$ cat src/rtl/spi_core_pkg.sv
`timescale 1ns/1ps
package spi_core_pkg;
  localparam int CFG_DISC_W = 3;

  localparam logic [1:0] ADDR_CFG  = 2'd0;
  localparam logic [1:0] ADDR_CLK  = 2'd1;
  localparam logic [1:0] ADDR_IE   = 2'd2;
  localparam logic [1:0] ADDR_STAT = 2'd3;

  localparam int CLK_EN_BIT = 16;

  typedef enum logic [1:0] {
    ST_IDLE  = 2'd0,
    ST_XFER  = 2'd1,
    ST_TRAIL = 2'd2
  } xfer_state_t;

  typedef struct packed {
    logic                  master;
    logic                  slave;
    logic                  msb_first;
    logic [1:0]            mode;
    logic [CFG_DISC_W-1:0] discard;
  } core_cfg_t;
endpackage

$ cat src/rtl/spi_cfg_regs.sv
`timescale 1ns/1ps
module spi_cfg_regs
  import spi_core_pkg::*;
#(
  parameter int DIV_W = 10
) (
  input  logic             clk,
  input  logic             rst_n,
  input  logic             wr_en,
  input  logic [1:0]       addr,
  input  logic [31:0]      wdata,
  input  logic             rx_idle_evt,
  input  logic             tx_idle_evt,
  output logic [31:0]      rdata,
  output core_cfg_t        cfg,
  output logic [DIV_W-1:0] div,
  output logic             clk_en,
  output logic [1:0]       stat,
  output logic             irq
);
  core_cfg_t        cfg_q, cfg_d;
  logic [DIV_W-1:0] div_q, div_d;
  logic             en_q, en_d;
  logic [1:0]       ie_q, ie_d, st_q, st_d;

  always_comb begin
    cfg_d = cfg_q;
    div_d = div_q;
    en_d  = en_q;
    ie_d  = ie_q;
    st_d  = st_q;
    if (wr_en) begin
      case (addr)
        ADDR_CFG: begin
          cfg_d.master    = wdata[0];
          cfg_d.slave     = wdata[1];
          cfg_d.msb_first = wdata[2];
          cfg_d.mode      = wdata[5:4];
          cfg_d.discard   = wdata[8 +: CFG_DISC_W];
        end
        ADDR_CLK: begin
          en_d = wdata[CLK_EN_BIT];
          if (!en_q) div_d = wdata[DIV_W-1:0];
        end
        ADDR_IE:   ie_d = wdata[1:0];
        default:   st_d = st_q & ~wdata[1:0];
      endcase
    end
    st_d = st_d | {tx_idle_evt, rx_idle_evt};
  end

  always_comb begin
    rdata = '0;
    case (addr)
      ADDR_CFG: begin
        rdata[0]                = cfg_q.master;
        rdata[1]                = cfg_q.slave;
        rdata[2]                = cfg_q.msb_first;
        rdata[5:4]              = cfg_q.mode;
        rdata[8 +: CFG_DISC_W]  = cfg_q.discard;
      end
      ADDR_CLK: begin
        rdata[DIV_W-1:0]  = div_q;
        rdata[CLK_EN_BIT] = en_q;
      end
      ADDR_IE: rdata[1:0] = ie_q;
      default: rdata[1:0] = st_q;
    endcase
  end

  always_ff @(posedge clk or negedge rst_n) begin
    if (!rst_n) begin
      cfg_q <= '0;
      div_q <= '0;
      en_q  <= 1'b0;
      ie_q  <= '0;
      st_q  <= '0;
    end else begin
      cfg_q <= cfg_d;
      div_q <= div_d;
      en_q  <= en_d;
      ie_q  <= ie_d;
      st_q  <= st_d;
    end
  end

  assign cfg    = cfg_q;
  assign div    = div_q;
  assign clk_en = en_q;
  assign stat   = st_q;
  assign irq    = |(st_q & ie_q);
endmodule

$ cat src/rtl/spi_sclk_tick.sv
`timescale 1ns/1ps
module spi_sclk_tick #(
  parameter int DIV_W = 10
) (
  input  logic             clk,
  input  logic             rst_n,
  input  logic             run,
  input  logic             en,
  input  logic [DIV_W-1:0] div,
  output logic             tick
);
  logic [DIV_W:0]   sum;
  logic [DIV_W-1:0] half, cnt_q, cnt_d;

  always_comb begin
    sum  = {1'b0, div} + 1'b1;
    half = sum[DIV_W:1];
    if (half == '0) half = 1;
    tick = run && en && (cnt_q == half - 1'b1);
    if (!run)      cnt_d = '0;
    else if (!en)  cnt_d = cnt_q;
    else if (tick) cnt_d = '0;
    else           cnt_d = cnt_q + 1'b1;
  end

  always_ff @(posedge clk or negedge rst_n) begin
    if (!rst_n) cnt_q <= '0;
    else        cnt_q <= cnt_d;
  end
endmodule

$ cat src/rtl/spi_shift_engine.sv
`timescale 1ns/1ps
module spi_shift_engine
  import spi_core_pkg::*;
#(
  parameter int WORD_W = 8
) (
  input  logic                  clk,
  input  logic                  rst_n,
  input  logic                  tick,
  input  logic                  start_ok,
  input  logic                  msb_first,
  input  logic                  cpol,
  input  logic                  cpha,
  input  logic [CFG_DISC_W-1:0] discard,
  input  logic                  tx_valid,
  input  logic [WORD_W-1:0]     tx_data,
  output logic                  tx_ready,
  output logic                  rx_valid,
  input  logic                  rx_ready,
  output logic [WORD_W-1:0]     rx_data,
  input  logic                  miso,
  output logic                  sclk,
  output logic                  mosi,
  output logic                  cs_n,
  output logic                  run,
  output logic                  rx_idle_evt,
  output logic                  tx_idle_evt
);
  localparam int EDGES  = 2 * WORD_W;
  localparam int EDGE_W = $clog2(EDGES);

  xfer_state_t           st_q, st_d;
  logic [EDGE_W-1:0]     edge_q, edge_d;
  logic [WORD_W-1:0]     txs_q, txs_d, rxs_q, rxs_d, rxn, rxd_q, rxd_d;
  logic [CFG_DISC_W-1:0] disc_q, disc_d;
  logic                  mosi_q, mosi_d, sclk_q, sclk_d, cs_q, cs_d, rxv_q, rxv_d;
  logic                  xtick, last_edge, sample_now, shift_now, load;
  logic [WORD_W:0]       pop_cur, pop_new;

  function automatic logic [WORD_W:0] pop_bit(input logic [WORD_W-1:0] v, input logic msb);
    if (msb) pop_bit = {v[WORD_W-1], v << 1};
    else     pop_bit = {v[0], v >> 1};
  endfunction

  always_comb begin
    xtick      = tick && (st_q == ST_XFER);
    last_edge  = xtick && (edge_q == EDGE_W'(EDGES - 1));
    sample_now = xtick && (~edge_q[0] ^ cpha);
    shift_now  = xtick && !(~edge_q[0] ^ cpha);
    tx_ready   = start_ok && ((st_q == ST_IDLE) || last_edge);
    load       = tx_ready && tx_valid;
    pop_cur    = pop_bit(txs_q, msb_first);
    pop_new    = pop_bit(tx_data, msb_first);
    rxn        = rxs_q;
    if (sample_now)
      rxn = msb_first ? {rxs_q[WORD_W-2:0], miso} : {miso, rxs_q[WORD_W-1:1]};

    st_d   = st_q;   edge_d = edge_q; txs_d = txs_q;  rxs_d = rxn;
    disc_d = disc_q; mosi_d = mosi_q; cs_d  = cs_q;   rxd_d = rxd_q;
    sclk_d = sclk_q;
    rx_idle_evt = rxv_q && rx_ready;
    tx_idle_evt = 1'b0;
    rxv_d = rxv_q && !rx_ready;

    if (shift_now) begin
      mosi_d = pop_cur[WORD_W];
      txs_d  = pop_cur[WORD_W-1:0];
    end
    if (xtick) begin
      sclk_d = ~sclk_q;
      edge_d = edge_q + 1'b1;
    end

    case (st_q)
      ST_IDLE: begin
        sclk_d = cpol;
        disc_d = discard;
      end
      ST_XFER: begin
        if (last_edge) begin
          if (disc_q != '0) disc_d = disc_q - 1'b1;
          else if (!rxv_q || rx_ready) begin
            rxv_d = 1'b1;
            rxd_d = rxn;
          end
          if (!load) st_d = ST_TRAIL;
        end
      end
      default: begin
        if (tick) begin
          st_d        = ST_IDLE;
          cs_d        = 1'b1;
          tx_idle_evt = 1'b1;
        end
      end
    endcase

    if (load) begin
      st_d   = ST_XFER;
      cs_d   = 1'b0;
      edge_d = '0;
      if (!cpha) begin
        mosi_d = pop_new[WORD_W];
        txs_d  = pop_new[WORD_W-1:0];
      end else begin
        txs_d  = tx_data;
      end
    end
  end

  always_ff @(posedge clk or negedge rst_n) begin
    if (!rst_n) begin
      st_q   <= ST_IDLE;
      edge_q <= '0;
      txs_q  <= '0;
      rxs_q  <= '0;
      rxd_q  <= '0;
      disc_q <= '0;
      mosi_q <= 1'b0;
      sclk_q <= 1'b0;
      cs_q   <= 1'b1;
      rxv_q  <= 1'b0;
    end else begin
      st_q   <= st_d;
      edge_q <= edge_d;
      txs_q  <= txs_d;
      rxs_q  <= rxs_d;
      rxd_q  <= rxd_d;
      disc_q <= disc_d;
      mosi_q <= mosi_d;
      sclk_q <= sclk_d;
      cs_q   <= cs_d;
      rxv_q  <= rxv_d;
    end
  end

  assign run      = (st_q != ST_IDLE);
  assign sclk     = sclk_q;
  assign mosi     = mosi_q;
  assign cs_n     = cs_q;
  assign rx_valid = rxv_q;
  assign rx_data  = rxd_q;
endmodule

$ cat src/rtl/spi_master_core.sv
`timescale 1ns/1ps
module spi_master_core
  import spi_core_pkg::*;
#(
  parameter int DIV_W  = 10,
  parameter int WORD_W = 8
) (
  input  logic              clk,
  input  logic              rst_n,
  input  logic              reg_wr,
  input  logic [1:0]        reg_addr,
  input  logic [31:0]       reg_wdata,
  output logic [31:0]       reg_rdata,
  output logic              irq,
  input  logic              tx_valid,
  output logic              tx_ready,
  input  logic [WORD_W-1:0] tx_data,
  output logic              rx_valid,
  input  logic              rx_ready,
  output logic [WORD_W-1:0] rx_data,
  output logic              sclk,
  output logic              mosi,
  input  logic              miso,
  output logic              cs_n
);
  logic [1:0]       rst_sync;
  logic             srst_n;
  core_cfg_t        cfg;
  logic [DIV_W-1:0] div;
  logic             clk_en, tick, run, start_ok, rx_evt, tx_evt;
  logic [1:0]       stat;

  always_ff @(posedge clk or negedge rst_n) begin
    if (!rst_n) rst_sync <= 2'b00;
    else        rst_sync <= {rst_sync[0], 1'b1};
  end
  assign srst_n = rst_sync[1];

  assign start_ok = cfg.master && !cfg.slave && clk_en;

  spi_cfg_regs #(.DIV_W(DIV_W)) u_regs (
    .clk(clk), .rst_n(srst_n), .wr_en(reg_wr), .addr(reg_addr),
    .wdata(reg_wdata), .rx_idle_evt(rx_evt), .tx_idle_evt(tx_evt),
    .rdata(reg_rdata), .cfg(cfg), .div(div), .clk_en(clk_en),
    .stat(stat), .irq(irq)
  );

  spi_sclk_tick #(.DIV_W(DIV_W)) u_tick (
    .clk(clk), .rst_n(srst_n), .run(run), .en(clk_en), .div(div), .tick(tick)
  );

  spi_shift_engine #(.WORD_W(WORD_W)) u_eng (
    .clk(clk), .rst_n(srst_n), .tick(tick), .start_ok(start_ok),
    .msb_first(cfg.msb_first), .cpol(cfg.mode[1]), .cpha(cfg.mode[0]),
    .discard(cfg.discard), .tx_valid(tx_valid), .tx_data(tx_data),
    .tx_ready(tx_ready), .rx_valid(rx_valid), .rx_ready(rx_ready),
    .rx_data(rx_data), .miso(miso), .sclk(sclk), .mosi(mosi), .cs_n(cs_n),
    .run(run), .rx_idle_evt(rx_evt), .tx_idle_evt(tx_evt)
  );
endmodule

$ cat config.mk
export PLATFORM = sky130hd
export DESIGN_NAME = spi_master_core
export DESIGN_NICKNAME = d
export VERILOG_FILES = /design/src/rtl/spi_core_pkg.sv /design/src/rtl/spi_cfg_regs.sv /design/src/rtl/spi_sclk_tick.sv /design/src/rtl/spi_shift_engine.sv /design/src/rtl/spi_master_core.sv
export SDC_FILE = /design/constraint.sdc
export NUM_CORES = 1
export LEC_CHECK = 0
export ABC_AREA = 0
export BUFFER_PORTS_ARGS = -buffer_cell sky130_fd_sc_hd__buf_4
export CAP_MARGIN = 20
export CELL_PAD_IN_SITES_DETAIL_PLACEMENT = 1
export CELL_PAD_IN_SITES_GLOBAL_PLACEMENT = 2
export CORE_MARGIN = 1
export CORE_UTILIZATION = 35
export CTS_BUF_LIST = sky130_fd_sc_hd__clkbuf_8 sky130_fd_sc_hd__clkbuf_16
export CTS_CLUSTER_DIAMETER = 100
export CTS_CLUSTER_SIZE = 30
export DETAILED_ROUTE_END_ITERATION = 16
export PLACE_DENSITY = 0.83
export SLEW_MARGIN = 20
export SYNTH_ARGS = -nofsm -noshare
export SYNTH_HDL_FRONTEND = slang
export SYNTH_SLANG_ARGS = --single-unit
$ cat constraint.sdc
create_clock -name clk -period 5.17 [get_ports clk]
set_clock_uncertainty 0.2 [all_clocks]
set_input_delay 0.517 -clock clk [delete_from_list [all_inputs] [get_ports clk]]
set_output_delay 0.517 -clock clk [all_outputs]
set_load 0.05 [all_outputs]
==> flow_summary.json <==
{
  "cts_buffers": 9,
  "critical_path_class": "flop to primary output",
  "placementRows": 42,
  "grt_max_degree": 71,
  "yosysMostFrequentCell": "dfrtp_1",
  "crit_path_max_fanout": 9,
  "final_core_util": 0.427,
  "die_w_microns": 119,
  "synthArstFlopShare": 1.00,
  "grtUsageTotal": 0.185,
  "hold_start": "rst_sync[0]$_DFF_PN0_",
  "initial_core_util": 0.359,
  "startpoint_type": "flop",
  "ant_nets": 0,
  "antenna_found_initial": 0,
  "h-tree-depth": 3,
  "drv_cap": 0,
  "synth_edf_count": 0,
  "worst_slew_pin_slew_ns": 0.927,
  "dr.pass1.iters": 4,
  "finalSetupViolCount": 0,
  "p_leak_nw": 2.43,
  "clock_sinks": 72,
  "r2r_start": "u_regs.div[0]$_DFFE_PN0P_",
  "power_density_nw_per_um2": 445,
  "dpl.cell_count": 681,
  "hold_class": "flop to flop",
  "ios": 94,
  "final_cells": 698,
  "synth_common_cells": "dfrtp_1, mux2_2, mux2i_1, nor2_1, xnor2_1",
  "critPathArrivalTime_ns": 4.22,
  "critPathLaunch": "u_regs.div[0]$_DFFE_PN0P_",
  "nNetsFinal": 571,
  "holdWs_ns": 0.158,
  "core_sq_um": 13200,
  "syn_avg_cell_area_sq_um": 10.3,
  "clockBufferDepth": 2,
  "grt_pass1_wl_microns": 20500,
  "vias": 3706,
  "fin_setup_tns_ns": 0,
  "ys_warn_count": 0,
  "pre_cts_slack_ns": 0.465,
  "clk_pin_slew_worst_paths_ns": 0.06,
  "cts_root_buf": "clkbuf_16",
  "ir_worst_vdd_mv": 0.221,
  "drtIter0Drc": 156,
  "final_layout_size_suffix_gt1_frac": 0.320,
  "post-cts-setup-buffers": 0,
  "ys_ff_latch": 72,
  "end_kind": "primary output",
  "clkLatencyLatePin_ns": 0.34,
  "finalHoldViolations": 0,
  "wl_microns": 12300,
  "synth_top_cell_by_area": "dfrtp_1",
  "port_buffers": 53,
  "yosysUniqueCellTypes": 68,
  "grt_overflow": 0,
  "die_area_sq_um": 14100,
  "fin_crit_ns": 4.94,
  "gp_congestion": 0.863,
  "fmax_ghz": 0.203,
  "drv_slew": 0,
  "synth_top_area_frac": 0.373,
  "diodes": 0,
  "worst_slack_ns": 0.232,
  "cts_tree": "yes",
  "post-dp-hpwl_microns": 9120,
  "area_growth_pct": 18.8,
  "die_h_microns": 119,
  "synthFlopType": "dfrtp_1",
  "synth_area_sq_um": 4760,
  "synthTopCellsByArea": "dfrtp_1, mux2_2, mux2i_1",
  "place_area_sq_um": 5310,
  "drcViolationCount": 0,
  "fin_crit_sh": 0.955,
  "relSlewSlack": 0.380,
  "grt_pass1_vias": 4019,
  "crit_required_ns": 4.45,
  "synth-seq-area-share": 0.379,
  "fin_total_pwr_mw": 2.52,
  "syn-instance-count": 461,
  "wl_per_cell_microns": 17.6,
  "routed_via_density": 5.31,
  "design_area_sq_um": 5650,
  "status": "completed"
}
## layout make-up
class / count / area, sq um
multi-input cells: 354 / 2770
clock buffers: 9 / 225
well taps: 176 / 220
repair buffers: 71 / 536
clock inverters: 7 / 63.8
inverters: 9 / 33.8
flip-flops and latches: 72 / 1810
fillers: 1524 / 7590
## kinds of logic (layout without fill, tap and decap cells)
family / count (synthesis) / after routing / synth area share
simple gates: 135 / 135 / 0.157
mux: 84 / 84 / 0.195
compound gates: 78 / 78 / 0.131
flops: 72 / 72 / 0.379
buf+inv: 54 / 96 / 0.0644
xor+xnor: 30 / 30 / 0.0568
fa+ha+maj: 6 / 6 / 0.0158
other cells: 2 / 21 / 0.00158
## per-layer routing
| layer | vias up | track usage | part of all wire |
|---|---|---|---|
| met5 | - | 0 | 0 |
| met2 | 71 | 0.327 | 0.51 |
| li1 | 1746 | - | - |
| met1 | 1872 | 0.219 | 0.43 |
| met3 | 17 | 0.0487 | 0.042 |
| met4 | 0 | 0.0530 | 0.014 |
## critical path, stage by stage, from the launching register on
cell and delay [ns]:
dfrtp_1 0.39, ha_1 0.31, and4_2 0.32, a22oi_1 0.28, a31oi_2 0.12, a31oi_4 0.25
ha_2 0.25, inv_1 0.09, o41ai_2 0.31, xnor2_1 0.12, nor3_1 0.21, nand4_1 0.14
buf_4 0.19, a2111oi_4 0.35, nor2_1 0.10, nor2_1 0.19, buf_4 0.23
## worst paths after layout
| path | cells after the start | end | slack, ns |
|---|---|---|---|
| setup / recovery | 16 | tx_ready | 0.23 |
| min in group asynchronous | 2 | rst_sync[1]$_DFF_PN0_ | 0.29 |
| setup reg to reg | 17 | u_eng.txs_q[4]$_DFFE_PN0P_ | 0.69 |
| max in group asynchronous | 1 | u_regs.div[3]$_DFFE_PN0P_ | 3.85 |
| hold / removal | 0 | rst_sync[1]$_DFF_PN0_ | 0.16 |
| hold reg to reg | 0 | rst_sync[1]$_DFF_PN0_ | 0.16 |
## state kept, by name, indices dropped and copies added, names as in the netlist, 3 cells and up
register,flops
u_eng.edge_q,4
u_tick.cnt_q,10
u_eng.txs_q,8
u_regs.cfg,8
u_eng.rxs_q,8
u_regs.div,10
u_eng.rx_data,8
u_eng.disc_q,3
## placed cells by master (no fill, tap or decap), types with 9 or more instances in the layout
cell type | Yosys | layout
mux2_2 | 51 | 51
a21oi_1 | 18 | 18
buf_4 | 21 | 70
and3_1 | 10 | 10
inv_1 | 9 | 9
dfrtp_1 | 71 | 68
xnor2_1 | 24 | 23
nand3_1 | 11 | 11
nor3_1 | 11 | 11
conb_1 | 2 | 21
clkbuf_16 | 0 | 9
nand2_1 | 20 | 20
mux2i_1 | 31 | 31
nor2_1 | 31 | 31
## where the power goes
| part | switching, mW | total, mW | leakage, nW | internal [mW] |
|---|---|---|---|---|
| sequential | 0.161 | 0.855 | 0.904 | 0.694 |
| clock | 0.269 | 0.604 | 0.136 | 0.335 |
| combinational | 0.621 | 1.06 | 1.39 | 0.437 |
## repair_timing
item | 4_1_cts | 5_1_grt
setup endpoints to repair | 0 | 1
endpoints found under the hold margin | 2 | 0
hold buffers | 1 | 0
resized for setup | 0 | 9
Note: power is estimated with default switching activity, not from simulation.
